==> src/rtl/qw2w_pkg.sv <==
package qw2w_pkg;
  typedef enum logic {ST_IDLE = 1'b0, ST_EMIT = 1'b1} hold_state_t;
endpackage

==> src/rtl/qw2w_beat_hold.sv <==
module qw2w_beat_hold
  import qw2w_pkg::*;
#(
  parameter int BEAT_W = 128,
  parameter int WORDS  = 4,
  parameter int IDX_W  = 2
) (
  input  logic              clk,
  input  logic              rst,
  input  logic              in_valid,
  input  logic [BEAT_W-1:0] in_data,
  input  logic              in_last,
  output logic              in_ready,
  output logic              emit,
  output logic [IDX_W-1:0]  emit_idx,
  output logic [BEAT_W-1:0] beat_q,
  output logic              frame_end
);
  localparam logic [IDX_W-1:0] IDX_MAX = IDX_W'(WORDS - 1);

  hold_state_t      state_q;
  logic [IDX_W-1:0] idx_q;
  logic             last_q;

  always_ff @(posedge clk) begin
    if (rst) begin
      state_q <= ST_IDLE;
      idx_q   <= '0;
      last_q  <= 1'b0;
    end else begin
      case (state_q)
        ST_IDLE: if (in_valid) begin
          state_q <= ST_EMIT;
          idx_q   <= '0;
          last_q  <= in_last;
        end
        default: begin
          if (idx_q == IDX_MAX) begin
            state_q <= ST_IDLE;
            idx_q   <= '0;
          end else begin
            idx_q <= idx_q + 1'b1;
          end
        end
      endcase
    end
  end

  // Data path held without reset so it maps onto plain registers.
  always_ff @(posedge clk) begin
    if (state_q == ST_IDLE && in_valid) beat_q <= in_data;
  end

  assign in_ready  = (state_q == ST_IDLE);
  assign emit      = (state_q == ST_EMIT);
  assign emit_idx  = idx_q;
  assign frame_end = emit && (idx_q == IDX_MAX) && last_q;

  // held beat cannot change while it is being emitted
  a_r7_beat_held: assert property (@(posedge clk) disable iff (rst)
    emit |=> $stable(beat_q));
endmodule

==> src/rtl/qw2w_addr_gen.sv <==
module qw2w_addr_gen #(
  parameter int                ADDR_W    = 32,
  parameter logic [ADDR_W-1:0] BASE_ADDR = 32'h0000_0400,
  parameter int                STEP      = 4
) (
  input  logic              clk,
  input  logic              rst,
  input  logic              emit,
  input  logic              frame_end,
  output logic [ADDR_W-1:0] addr_q
);
  localparam logic [ADDR_W-1:0] STEP_V = ADDR_W'(STEP);

  always_ff @(posedge clk) begin
    if (rst)            addr_q <= BASE_ADDR;
    else if (frame_end) addr_q <= BASE_ADDR;
    else if (emit)      addr_q <= addr_q + STEP_V;
  end

  // address rewinds after the final word of a last beat
  a_r4_rewind: assert property (@(posedge clk) disable iff (rst)
    frame_end |=> (addr_q == BASE_ADDR));
endmodule

==> src/rtl/qw2w_word_out.sv <==
module qw2w_word_out #(
  parameter int               BEAT_W    = 128,
  parameter int               WORD_W    = 32,
  parameter int               WORDS     = 4,
  parameter int               IDX_W     = 2,
  parameter int               ADDR_W    = 32,
  parameter int               ID_W      = 8,
  parameter logic [ID_W-1:0]  MASTER_ID = 8'd3
) (
  input  logic                clk,
  input  logic                rst,
  input  logic                emit,
  input  logic [IDX_W-1:0]    emit_idx,
  input  logic [BEAT_W-1:0]   beat_q,
  input  logic [ADDR_W-1:0]   addr_q,
  output logic                wr_en,
  output logic [ADDR_W-1:0]   wr_addr,
  output logic [WORD_W-1:0]   wr_data,
  output logic [WORD_W/8-1:0] wr_be,
  output logic [ID_W-1:0]     wr_master
);
  logic [WORD_W-1:0] words [WORDS];

  for (genvar g = 0; g < WORDS; g++) begin : g_unpack
    assign words[g] = beat_q[g*WORD_W +: WORD_W];
  end

  always_ff @(posedge clk) begin
    if (rst) begin
      wr_en     <= 1'b0;
      wr_be     <= '0;
      wr_master <= '0;
    end else begin
      wr_en     <= emit;
      wr_be     <= emit ? '1 : '0;
      wr_master <= emit ? MASTER_ID : '0;
    end
  end

  always_ff @(posedge clk) begin
    if (emit) begin
      wr_addr <= addr_q;
      wr_data <= words[emit_idx];
    end
  end

  // full byte enables on every write
  a_r5_full_be: assert property (@(posedge clk) disable iff (rst)
    wr_en |-> (wr_be == '1));
  // every write tagged with the fixed master identifier
  a_r6_master_tag: assert property (@(posedge clk) disable iff (rst)
    wr_en |-> (wr_master == MASTER_ID));
endmodule

==> src/rtl/qw2w_bridge.sv <==
module qw2w_bridge #(
  parameter int                BEAT_W    = 128,
  parameter int                WORD_W    = 32,
  parameter int                ADDR_W    = 32,
  parameter int                ID_W      = 8,
  parameter logic [ADDR_W-1:0] BASE_ADDR = 32'h0000_0400,
  parameter logic [ID_W-1:0]   MASTER_ID = 8'd3
) (
  input  logic                clk,
  input  logic                rst,
  input  logic                in_valid,
  input  logic [BEAT_W-1:0]   in_data,
  input  logic                in_last,
  output logic                in_ready,
  output logic                wr_en,
  output logic [ADDR_W-1:0]   wr_addr,
  output logic [WORD_W-1:0]   wr_data,
  output logic [WORD_W/8-1:0] wr_be,
  output logic [ID_W-1:0]     wr_master
);
  localparam int WORDS = BEAT_W / WORD_W;
  localparam int IDX_W = (WORDS > 1) ? $clog2(WORDS) : 1;
  localparam int STEP  = WORD_W / 8;

  logic              emit;
  logic [IDX_W-1:0]  emit_idx;
  logic [BEAT_W-1:0] beat_q;
  logic              frame_end;
  logic [ADDR_W-1:0] addr_q;

  qw2w_beat_hold #(.BEAT_W(BEAT_W), .WORDS(WORDS), .IDX_W(IDX_W)) u_hold (
    .clk(clk), .rst(rst), .in_valid(in_valid), .in_data(in_data),
    .in_last(in_last), .in_ready(in_ready), .emit(emit),
    .emit_idx(emit_idx), .beat_q(beat_q), .frame_end(frame_end)
  );

  qw2w_addr_gen #(.ADDR_W(ADDR_W), .BASE_ADDR(BASE_ADDR), .STEP(STEP)) u_addr (
    .clk(clk), .rst(rst), .emit(emit), .frame_end(frame_end), .addr_q(addr_q)
  );

  qw2w_word_out #(
    .BEAT_W(BEAT_W), .WORD_W(WORD_W), .WORDS(WORDS), .IDX_W(IDX_W),
    .ADDR_W(ADDR_W), .ID_W(ID_W), .MASTER_ID(MASTER_ID)
  ) u_out (
    .clk(clk), .rst(rst), .emit(emit), .emit_idx(emit_idx),
    .beat_q(beat_q), .addr_q(addr_q), .wr_en(wr_en), .wr_addr(wr_addr),
    .wr_data(wr_data), .wr_be(wr_be), .wr_master(wr_master)
  );

  // Checking state: emits since the last acceptance, and frame end aligned to wr_en.
  logic [IDX_W:0] emit_cnt;
  logic           fe_out_q;
  always_ff @(posedge clk) begin
    if (rst) begin
      emit_cnt <= '0;
      fe_out_q <= 1'b0;
    end else begin
      fe_out_q <= frame_end;
      if (in_valid && in_ready) emit_cnt <= '0;
      else if (emit)            emit_cnt <= emit_cnt + 1'b1;
    end
  end

  // ready comes back only after exactly WORDS emits
  a_r1_four_per_beat: assert property (@(posedge clk) disable iff (rst)
    ($rose(in_ready) && !$past(rst)) |-> (emit_cnt == (IDX_W+1)'(WORDS)));
  // acceptance drops ready on the next cycle
  a_r7_ready_drop: assert property (@(posedge clk) disable iff (rst)
    (in_valid && in_ready) |=> !in_ready);
  // back-to-back writes within a frame step by one word
  a_r3_addr_step: assert property (@(posedge clk) disable iff (rst)
    (wr_en && $past(wr_en) && !$past(fe_out_q)) |->
      (wr_addr == $past(wr_addr) + ADDR_W'(STEP)));
endmodule

==> config.mk <==
export PLATFORM = sky130hd
export DESIGN_NAME = qw2w_bridge
export DESIGN_NICKNAME = d
export VERILOG_FILES = /design/src/rtl/qw2w_pkg.sv /design/src/rtl/qw2w_beat_hold.sv /design/src/rtl/qw2w_addr_gen.sv /design/src/rtl/qw2w_word_out.sv /design/src/rtl/qw2w_bridge.sv
export SDC_FILE = /design/constraint.sdc
export NUM_CORES = 1
export LEC_CHECK = 0
export BUFFER_PORTS_ARGS = -buffer_cell sky130_fd_sc_hd__clkbuf_2
export CAP_MARGIN = 20
export CORE_UTILIZATION = 57
export CTS_BUF_LIST = sky130_fd_sc_hd__clkbuf_16
export DETAILED_ROUTE_END_ITERATION = 6
export PLACE_DENSITY = 0.85
export SLEW_MARGIN = 20
export SYNTH_ARGS = -nofsm -noshare
export SYNTH_HDL_FRONTEND = slang
export SYNTH_HIERARCHICAL = 1
export SYNTH_SLANG_ARGS = --single-unit
==> constraint.sdc <==
create_clock -name clk -period 7.4 [get_ports clk]
set_input_delay 1.85 -clock clk [delete_from_list [all_inputs] [get_ports clk]]
set_output_delay 1.85 -clock clk [all_outputs]
set_load 0.02 [all_outputs]
==> results.json, run 1 <==
{
  "wl_per_cell_um": 18.1,
  "initial_utilization_pct": 59.3,
  "overflow": 0,
  "die_x_um": 123,
  "cellPowerDensity_nw_per_um2": 273,
  "grt_pass1_wl_mm": 23.2,
  "rrSetupSlack_ns": 4.39,
  "netlist_instances": 440,
  "dr.pass1.iters": 5,
  "cp.required_ns": 7.51,
  "antenna_cells": 0,
  "drc": 0,
  "synth_fa_ha_area_share_pct": 0.299,
  "clock_path_buffers": 3,
  "cts_tree": "built",
  "synth_top_family_by_area": "multiplexers",
  "synth_top_area_share_pct": 69.0,
  "hold_viol": 0,
  "async_flop_share_pct": 0,
  "ys.flop_type": "edfxtp_1",
  "yosysWarnings": 6,
  "nets": 778,
  "crit_path_start_kind": "input port",
  "fmax_ghz": 0.287,
  "dp.cells": 800,
  "cts_hold_buf": 0,
  "routed_wl_mm": 15.2,
  "ys_seq_elements": 227,
  "layout_common_cells": "clkbuf_2 (203), edfxtp_1 (192), dfxtp_1 (32), mux4_2 (30), clkbuf_16 (23)",
  "root_buffer": "clkbuf_16",
  "hpwl_mm": 10.3,
  "cts_buffers": 22,
  "grt_pass1_vias": 4583,
  "grt_max_degree": 79,
  "synth_simple_gate_area_share_pct": 6.43,
  "fin_crit_ns": 3.49,
  "portBuffers": 203,
  "layout_commonest_cell": "clkbuf_2",
  "synth_edf_count": 192,
  "arrival_ns": 3.59,
  "yosysSeqAreaShare_pct": 77.3,
  "report.final.slew_viol_count": 0,
  "cts.htree.levels": 1,
  "fp.dieH_um": 123,
  "cts_sinks": 227,
  "setup_viol": 0,
  "io_pins": 210,
  "synthXorXnorAreaFrac_pct": 1.15,
  "die_area_um2": 15200,
  "leakage_nw": 3.83,
  "syn_area_um2": 8360,
  "relSlewSlack_pct": 35.0,
  "grt_usage_pct": 20.4,
  "syn_to_final_growth_pct": 21.3,
  "synth_compound_area_share_pct": 2.63,
  "first_iter_violations": 399,
  "vias": 4672,
  "avgSynthCellArea_um2": 19.0,
  "antenna_found_initial": 0,
  "critPathMaxFanout": 73,
  "yosysTopAreaCell": "edfxtp_1",
  "final_antenna_net_count": 0,
  "stdcell_count": 840,
  "avgViaCountPerCell": 5.56,
  "synthMuxAreaShare_pct": 9.07,
  "min_period_over_period_pct": 47.1,
  "worstSetupPathType": "input port to register",
  "drive_gt1_share_pct": 41.2,
  "ys_top_cells_by_area": "edfxtp_1 (69%), dfxtp_1 (8.4%), mux4_2 (8.1%), buf_4 (1.3%), nand4_1 (1.2%)",
  "row_count": 43,
  "worst_pin_slew_ns": 0.975,
  "rsz0062_at_grt": "false",
  "place_congestion": 0.847,
  "finClkSkew_ns": 0.00814,
  "synth_cell_type_count": 43,
  "drv_cap": 0,
  "status": "completed",
  "fp.coreArea_um2": 14100,
  "clk_latency_ns": 0.49,
  "ctsResizeCount": 0,
  "end_kind": "register",
  "setup_tns_ns": 0,
  "hold_class": "register to register",
  "ir_drop_uv": 200,
  "clk_pin_slew_ns": 0.06,
  "postCtsSetupBuffers": 0
}
## cells by family after synthesis
group,count (synthesis)
AO/OA/AOI/OAI,33
AND/OR/NAND/NOR,94
buffers and inverters,36
other,2
multiplexers,35
XOR/XNOR,11
adder cells (fa/ha/maj),2
flip-flops,227
## routing by layer
metal / up-vias / share of wire [%] / global-route usage [%]
met4: 0 / 2.4 / 6.17
met5: - / 0 / 0
met3: 24 / 8.7 / 5.63
li1: 2157 / - / -
met1: 2255 / 38 / 25.0
met2: 236 / 51 / 35.3
## final timing paths
check | from | cells after the start | to
hold / removal | u_addr/addr_q[31] | 0 | u_out/wr_addr[31]
setup reg to reg | u_hold/emit | 3 | u_hold/beat_q[101]
setup / recovery | in_valid | 3 | u_hold/beat_q[101]
hold reg to reg | u_addr/addr_q[31] | 0 | u_out/wr_addr[31]
## registers in the layout (all words and copies together), names as in the netlist
signal	flops
u_out/wr_data	32
u_hold/emit	1
u_hold/emit_idx	2
u_hold/beat_q	128
u_out/wr_addr	32
u_out/wr_be	1
u_addr/addr_q	30
u_hold/last_q	1
## per-stage QoR
step	utilization, %	power [mW]	setup WS (ns)	area, µm²	hold slack, ns
after floorplan	-	1.64	2.18	8380	0.406
final	72.0	2.77	3.91	10100	0.493
after CTS	72.0	2.80	3.92	10100	0.496
after detailed placement	66.8	1.71	3.40	9420	0.474
after global placement	66.8	1.70	3.50	9420	0.457
after global routing	72.0	2.87	3.78	10100	0.499
## synth_stat cells, types with 3 or more instances
| cell type | instances |
|---|---|
| buf_12 | 3 |
| o31ai_1 | 7 |
| nor2_1 | 19 |
| nand2_1 | 12 |
| dfxtp_1 | 35 |
| o311ai_0 | 3 |
| or4_1 | 7 |
| nand3_1 | 11 |
| edfxtp_1 | 192 |
| or3_1 | 6 |
| and4_1 | 6 |
| clkbuf_1 | 9 |
| a21oi_1 | 11 |
| mux2i_1 | 3 |
| mux4_2 | 30 |
| and3_1 | 3 |
| nand4_1 | 16 |
| buf_2 | 5 |
| xnor2_1 | 4 |
| inv_1 | 4 |
| buf_4 | 14 |
| o21ai_0 | 5 |
| xor2_1 | 7 |
## power by group
| part | internal [mW] | total, mW | switching [mW] |
|---|---|---|---|
| Combinational | 0.0755 | 0.180 | 0.104 |
| Clock | 0.663 | 1.09 | 0.429 |
| Sequential | 1.47 | 1.50 | 0.0246 |
| Total | 2.21 | 2.77 | 0.558 |
## worst max-delay path, cell delays in order
cell and delay [ns]:
clkbuf_2 0.13, and2b_4 0.73, buf_4 0.80
## area by class of cell
cell class	instances	area, µm²
clock buffers	23	576
multi-input cells	183	1670
repair buffers	206	1040
fillers	900	3950
flip-flops and latches	227	6470
inverters	4	15.0
clock inverters	17	145
well taps	180	225
Power figures use the tool's default switching activity.
==> inputs of run 2 (changes only) <==
--- a/config.mk
+++ b/config.mk
@@ -5,12 +5,13 @@
 export SDC_FILE = /design/constraint.sdc
 export NUM_CORES = 1
 export LEC_CHECK = 0
+export ABC_AREA = 1
 export BUFFER_PORTS_ARGS = -buffer_cell sky130_fd_sc_hd__clkbuf_2
 export CAP_MARGIN = 20
-export CORE_UTILIZATION = 57
+export CORE_UTILIZATION = 49
 export CTS_BUF_LIST = sky130_fd_sc_hd__clkbuf_16
 export DETAILED_ROUTE_END_ITERATION = 6
-export PLACE_DENSITY = 0.85
+export PLACE_DENSITY = 0.76
 export SLEW_MARGIN = 20
 export SYNTH_ARGS = -nofsm -noshare
 export SYNTH_HDL_FRONTEND = slang
==> constraint.sdc (replaced) <==
create_clock -name clk -period 3.1 [get_ports clk]
set_input_delay 0.775 -clock clk [delete_from_list [all_inputs] [get_ports clk]]
set_output_delay 0.775 -clock clk [all_outputs]
set_load 0.02 [all_outputs]
==> run 2 against run 1 <==
Utilization down 12 points; non-clock buffer count increased by 5; total power up 150%; critical path depth fell by 1; critical endpoint is now in_ready.
==> results.json, run 2 <==
{
  "status": "completed",
  "antenna_found_initial": 1,
  "final_antenna_net_count": 0,
  "dr.pass1.iters": 5,
  "clock_path_buffers": 3,
  "syn_area_um2": 9370,
  "worst_path_max_delay_cell": "dfxtp_4",
  "wl_per_cell_um": 13.7,
  "worstPathCellList": "inv_2, clkbuf_2",
  "yosysWarnings": 6,
  "ys_top_cells_by_area": "edfxtp_1 (62%), nand2_1 (9.4%), dfxtp_1 (7.5%), inv_1 (6.7%), nand3_1 (4.9%)",
  "synth_most_common_cell": "nand2_1",
  "initial_utilization_pct": 50.1,
  "grt_pass1_wl_mm": 29.5,
  "layout_common_cells": "nand2_1 (234), clkbuf_2 (203), edfxtp_1 (192), inv_1 (176), nand3_1 (92)",
  "root_buffer": "clkbuf_16",
  "yosysTopAreaCell": "edfxtp_1",
  "synth_common_cells": "nand2_1 (234), edfxtp_1 (192), inv_1 (167)",
  "drc": 0,
  "cts.htree.levels": 1,
  "arrival_ns": 1.41,
  "seqCellArea_um2": 6470,
  "drv_cap": 0,
  "timing.final.ws_setup_ns": 0.915,
  "fp.coreArea_um2": 18700,
  "vias": 6342,
  "hold_ws_ns": 0.441,
  "cp.required_ns": 2.32,
  "avgViaCountPerCell": 4.73,
  "synthMuxAreaShare_pct": 0,
  "fin_crit_ns": 2.19,
  "row_count": 50,
  "fillers": 1501,
  "synth_fa_ha_area_share_pct": 0.267,
  "largest_reg_flops": 128,
  "ys_seq_elements": 227,
  "synth_cell_type_count": 28,
  "preCtsSetupSlack_ns": 0.977,
  "drive_gt1_share_pct": 24.4,
  "avgSynthCellArea_um2": 10.6,
  "ctsResizeCount": 0,
  "hpwl_mm": 12.5,
  "grt_usage_pct": 19.3,
  "overflow": 0,
  "crit_family": "flip-flops",
  "clk_latency_ns": 0.50,
  "io_pins": 210,
  "ys.flop_type": "edfxtp_1",
  "portBuffers": 203,
  "clk_pin_slew_ns": 0.06,
  "worstSetupPathType": "register to primary output",
  "crit_path_start_kind": "register",
  "synth_compound_area_share_pct": 1.07,
  "first_iter_violations": 389,
  "relSlewSlack_pct": 52.6,
  "hold_viol": 0,
  "cts_sinks": 227,
  "cts_buffers": 24,
  "ir_drop_uv": 498,
  "netlist_instances": 884,
  "grt_max_degree": 130,
  "cts_hold_buf": 0,
  "antenna_cells": 0,
  "cellPowerDensity_nw_per_um2": 605,
  "finClkSkew_ns": 0.00720,
  "yosysSeqAreaShare_pct": 69.0,
  "async_flop_share_pct": 0,
  "nets": 1224,
  "slowest_delay_ns": 0.60,
  "synth_top_area_share_pct": 61.5,
  "fp.dieH_um": 140,
  "end_kind": "primary output",
  "grt_pass1_vias": 6078,
  "routed_wl_mm": 18.4,
  "critical_path_buf_inv_count": 2,
  "regMostFlops": "u_hold/beat_q",
  "hold_class": "input port to register",
  "leakage_nw": 5.12,
  "layout_commonest_cell": "nand2_1",
  "fmax_ghz": 0.458,
  "die_x_um": 140,
  "setup_viol": 0,
  "synth_simple_gate_area_share_pct": 19.2,
  "min_period_over_period_pct": 70.5,
  "multi_input_comb_area_um2": 2000,
  "rsz0062_at_grt": "false",
  "synth_edf_count": 192,
  "die_area_um2": 19700,
  "worst_pin_slew_ns": 0.711,
  "cts_tree": "built",
  "place_congestion": 0.852,
  "critPathMaxFanout": 25,
  "postCtsSetupBuffers": 0,
  "synthXorXnorAreaFrac_pct": 0.467,
  "report.final.slew_viol_count": 0,
  "syn_to_final_growth_pct": 20.5,
  "synth_top_family_by_area": "simple AND/OR/NAND/NOR gates",
  "top_regs": "u_hold/beat_q: 128 flops, u_out/wr_addr: 32 flops, u_out/wr_data: 32 flops"
}
==> run 2: cell types whose count changed after synthesis, moves of 7 or more <==
cell	change
nand4_1	-10
mux4_2	-30
nand2_1	+222
clkbuf_1	-7
or4_1	-7
o31ai_1	-7
nor2_2	+7
nor2_1	+43
nand3_1	+81
nor2_4	+7
inv_1	+163
==> run 2: worst register-to-register path, stage by stage (launching register included) <==
cell      delay, ns
dfxtp_2        0.50
ha_1           0.31
nand2_1        0.07
nor2_1         0.04
nor2_1         0.36
clkinv_1       0.40
nor3_1         0.26
==> run 2: metrics by stage <==
| stage | power, mW | instances | util (%) | TNS, ns | instance area [µm²] |
|---|---|---|---|---|---|
| finish | 6.83 | 1342 | 60.3 | 0 | 11300 |
| global route | 7.11 | 1342 | 60.3 | 0 | 11300 |
| CTS | 6.91 | 1342 | 60.3 | 0 | 11300 |
| detailed placement | 4.22 | 1298 | 56.3 | 0 | 10500 |
| global placement | 4.20 | 1298 | 56.3 | 0 | 10500 |
| floorplan | 4.01 | 890 | - | -1.09 | 9410 |
==> run 2: cells by family (layout without fill, tap and decap cells) <==
family          after synthesis  after routing
simple gates                417            417
flops                       227            227
buf+inv                     211            429
compound gates               20             20
xor+xnor                      5              5
fa+ha+maj                     2              2
other cells                   2              8
==> run 2: where the power goes <==
| group | internal, mW | leakage, nW | total [mW] | switching (mW) |
|---|---|---|---|---|
| registers | 3.53 | 2.12 | 3.60 | 0.0717 |
| clock network | 1.60 | 0.412 | 2.68 | 1.09 |
| logic | 0.185 | 2.58 | 0.552 | 0.367 |
==> run 2: path summary, 6_finish.rpt <==
path	startpoint	endpoint	slack, ns	cells past startpoint
worst min-delay path	in_data[23]	u_hold/beat_q[23]	0.44	1
worst max register to register	u_hold/emit_idx[0]	u_addr/addr_q[4]	1.09	6
worst max-delay path	u_hold/emit	in_ready	0.91	2
worst min register to register	u_addr/addr_q[31]	u_out/wr_addr[31]	0.48	0
==> run 2: layout make-up <==
class,instances,share of cell area (%)
clock buffer,28,6.21
clock inverter,16,0.554
inverter,174,5.92
multi-input combinational,452,17.7
sequential,227,57.3
tap,234,2.59
timing repair buffer,211,9.64
==> run 2: metal layers <==
layer  vias up  global-route usage, %  routed length, µm
li1       3207                      -                  -
met1      2859                   23.9               7460
met2       227                   33.3               8900
met3        47                   4.38               1400
met4         2                   6.94                634
met5         -                      0                 15
==> inputs of run 3 (changes only) <==
--- a/config.mk
+++ b/config.mk
@@ -5,10 +5,10 @@
 export SDC_FILE = /design/constraint.sdc
 export NUM_CORES = 1
 export LEC_CHECK = 0
-export ABC_AREA = 1
+export ABC_AREA = 0
 export BUFFER_PORTS_ARGS = -buffer_cell sky130_fd_sc_hd__clkbuf_2
 export CAP_MARGIN = 20
-export CORE_UTILIZATION = 49
+export CORE_UTILIZATION = 48
 export CTS_BUF_LIST = sky130_fd_sc_hd__clkbuf_16
 export DETAILED_ROUTE_END_ITERATION = 6
 export PLACE_DENSITY = 0.76
==> constraint.sdc (replaced) <==
create_clock -name clk -period 1.88 [get_ports clk]
set_input_delay 0.47 -clock clk [delete_from_list [all_inputs] [get_ports clk]]
set_output_delay 0.47 -clock clk [all_outputs]
set_load 0.02 [all_outputs]
==> run 3 against run 2 <==
Sequential power increased by 63%; register-to-register slack got worse by 1.1 ns; worst setup slack got worse by 0.89 ns; final cell count decreased by 32%; utilization increased by 3.1 points; via count decreased by 24%; routed wire length decreased by 12%; non-clock buffer count increased by 24; global-route usage decreased by 1.0 points; critical path type is now register to register; largest cell class unchanged.
==> results.json, run 3 (synthesis results as in run 1) <==
{
  "avgViaCountPerCell": 5.31,
  "vias": 4839,
  "grt_usage_pct": 18.3,
  "min_period_over_period_pct": 98.8,
  "status": "completed",
  "worstSetupPathType": "register to register",
  "clk_latency_ns": 0.50,
  "intPower_mw": 9.39,
  "routed_wl_mm": 16.3,
  "hold_class": "input port to register",
  "worstPathCellList": "and4_1, buf_4, nand4_1, o311ai_2, o41ai_1",
  "antenna_found_initial": 0,
  "grt_max_degree": 45,
  "layout_common_cells": "clkbuf_2 (203), edfxtp_1 (192), dfxtp_1 (31), mux4_2 (30)",
  "nets": 809,
  "top_regs": "u_hold/beat_q: 128 flops, u_out/wr_addr: 32 flops, u_out/wr_data: 32 flops",
  "rrSetupSlack_ns": 0.02,
  "hpwl_mm": 11.2,
  "finClkSkew_ns": 0.00746,
  "drive_gt1_share_pct": 45.8,
  "cts_hold_buf": 0,
  "cts_buffers": 24,
  "layout_commonest_cell": "clkbuf_2",
  "wl_per_cell_um": 17.8,
  "cellPowerDensity_nw_per_um2": 1100,
  "comb_power_share_pct": 6.7,
  "crit_family": "compound AO/OA/AOI/OAI gates",
  "fin_crit_ns": 1.86,
  "fp.coreArea_um2": 16800,
  "crit_path_start_kind": "register",
  "largest_reg_flops": 128,
  "arrival_ns": 2.21,
  "regMostFlops": "u_hold/beat_q",
  "power.share.clock_pct": 43.3,
  "switching_share_pct": 20.1,
  "drc": 0,
  "fp.dieH_um": 134,
  "dp.cells": 867,
  "fmax_ghz": 0.538,
  "overflow": 0,
  "cts_sinks": 227,
  "drv_cap": 0,
  "placed_cell_area_um2": 9750,
  "hold_viol": 0,
  "worst_path_max_delay_cell": "dfxtp_1",
  "cp.required_ns": 2.24,
  "design_area_um2": 10700,
  "cts.htree.levels": 1,
  "critical_path_buf_inv_count": 1,
  "cts_tree": "built",
  "setup_viol": 0,
  "clk_pin_slew_ns": 0.06,
  "p_total_mw": 11.7,
  "critPathMaxFanout": 7,
  "clock_path_buffers": 3,
  "place_congestion": 0.863,
  "final_antenna_net_count": 0,
  "grt_pass1_wl_mm": 25.4,
  "die_x_um": 134,
  "io_pins": 210,
  "dr.pass1.iters": 5,
  "grt_pass1_vias": 5025,
  "finish.utilization_pct": 63.5,
  "end_kind": "register",
  "ir_drop_uv": 882,
  "row_count": 47,
  "switchingPower_mw": 2.36,
  "pwr-share-seq_pct": 50.0,
  "portBuffers": 203,
  "antenna_cells": 0,
  "hold_ws_ns": 0.141,
  "leakage_nw": 4.07,
  "die_area_um2": 18000,
  "stdcell_count": 912,
  "first_iter_violations": 390,
  "initial_utilization_pct": 49.7,
  "slowest_delay_ns": 0.43,
  "report.final.slew_viol_count": 0,
  "syn_to_final_growth_pct": 27.7,
  "root_buffer": "clkbuf_16"
}
==> run 3: metal layers <==
layer / global-route usage, % / wire [µm]
met1: 21.2 / 6050
met2: 33.2 / 8470
met3: 4.80 / 1490
met4: 5.56 / 249
met5: 0 / 0
==> run 3: final cells by class <==
class | count | area, µm²
Sequential cell | 227 | 6470
Fill cell | 1194 | 6140
Multi-Input combinational cell | 183 | 1690
Timing Repair Buffer | 235 | 1340
Clock buffer | 25 | 626
Tap cell | 220 | 275
Clock inverter | 18 | 253
Inverter | 4 | 15.0
==> run 3: path summary, 6_finish.rpt <==
kind / startpoint / to / cells past startpoint
worst max-delay path: u_addr/addr_q[6] / u_addr/addr_q[28] / 5
worst min-delay path: in_data[59] / u_hold/beat_q[59] / 1
worst max register to register: u_addr/addr_q[6] / u_addr/addr_q[28] / 5
worst min register to register: u_hold/last_q / u_hold/last_q / 2
==> run 3: stage by stage <==
stage	setup TNS, ns	setup slack (ns)
final	0	0.0229
after global routing	-0.0117	-0.0117
after CTS	0	0.0272
after detailed placement	0	0.0624
after global placement	0	0.123
after floorplan	-47.42	-0.353
==> run 3: power by group through the flow <==
stage	registers, mW	logic (mW)	clock network, mW
floorplan	6.11	0.328	0
global placement	5.97	0.770	0
detailed placement	5.99	0.789	0
CTS	5.88	0.807	5.19
global route	5.89	0.855	5.39
finish	5.87	0.793	5.08
==> run 3: timing repair <==
| item | in CTS | in global routing |
|---|---|---|
| setup buffers | 2 | 0 |
| gates resized for setup | 3 | 4 |
| gates cloned | 0 | 0 |
| setup endpoints to repair | 1 | 5 |
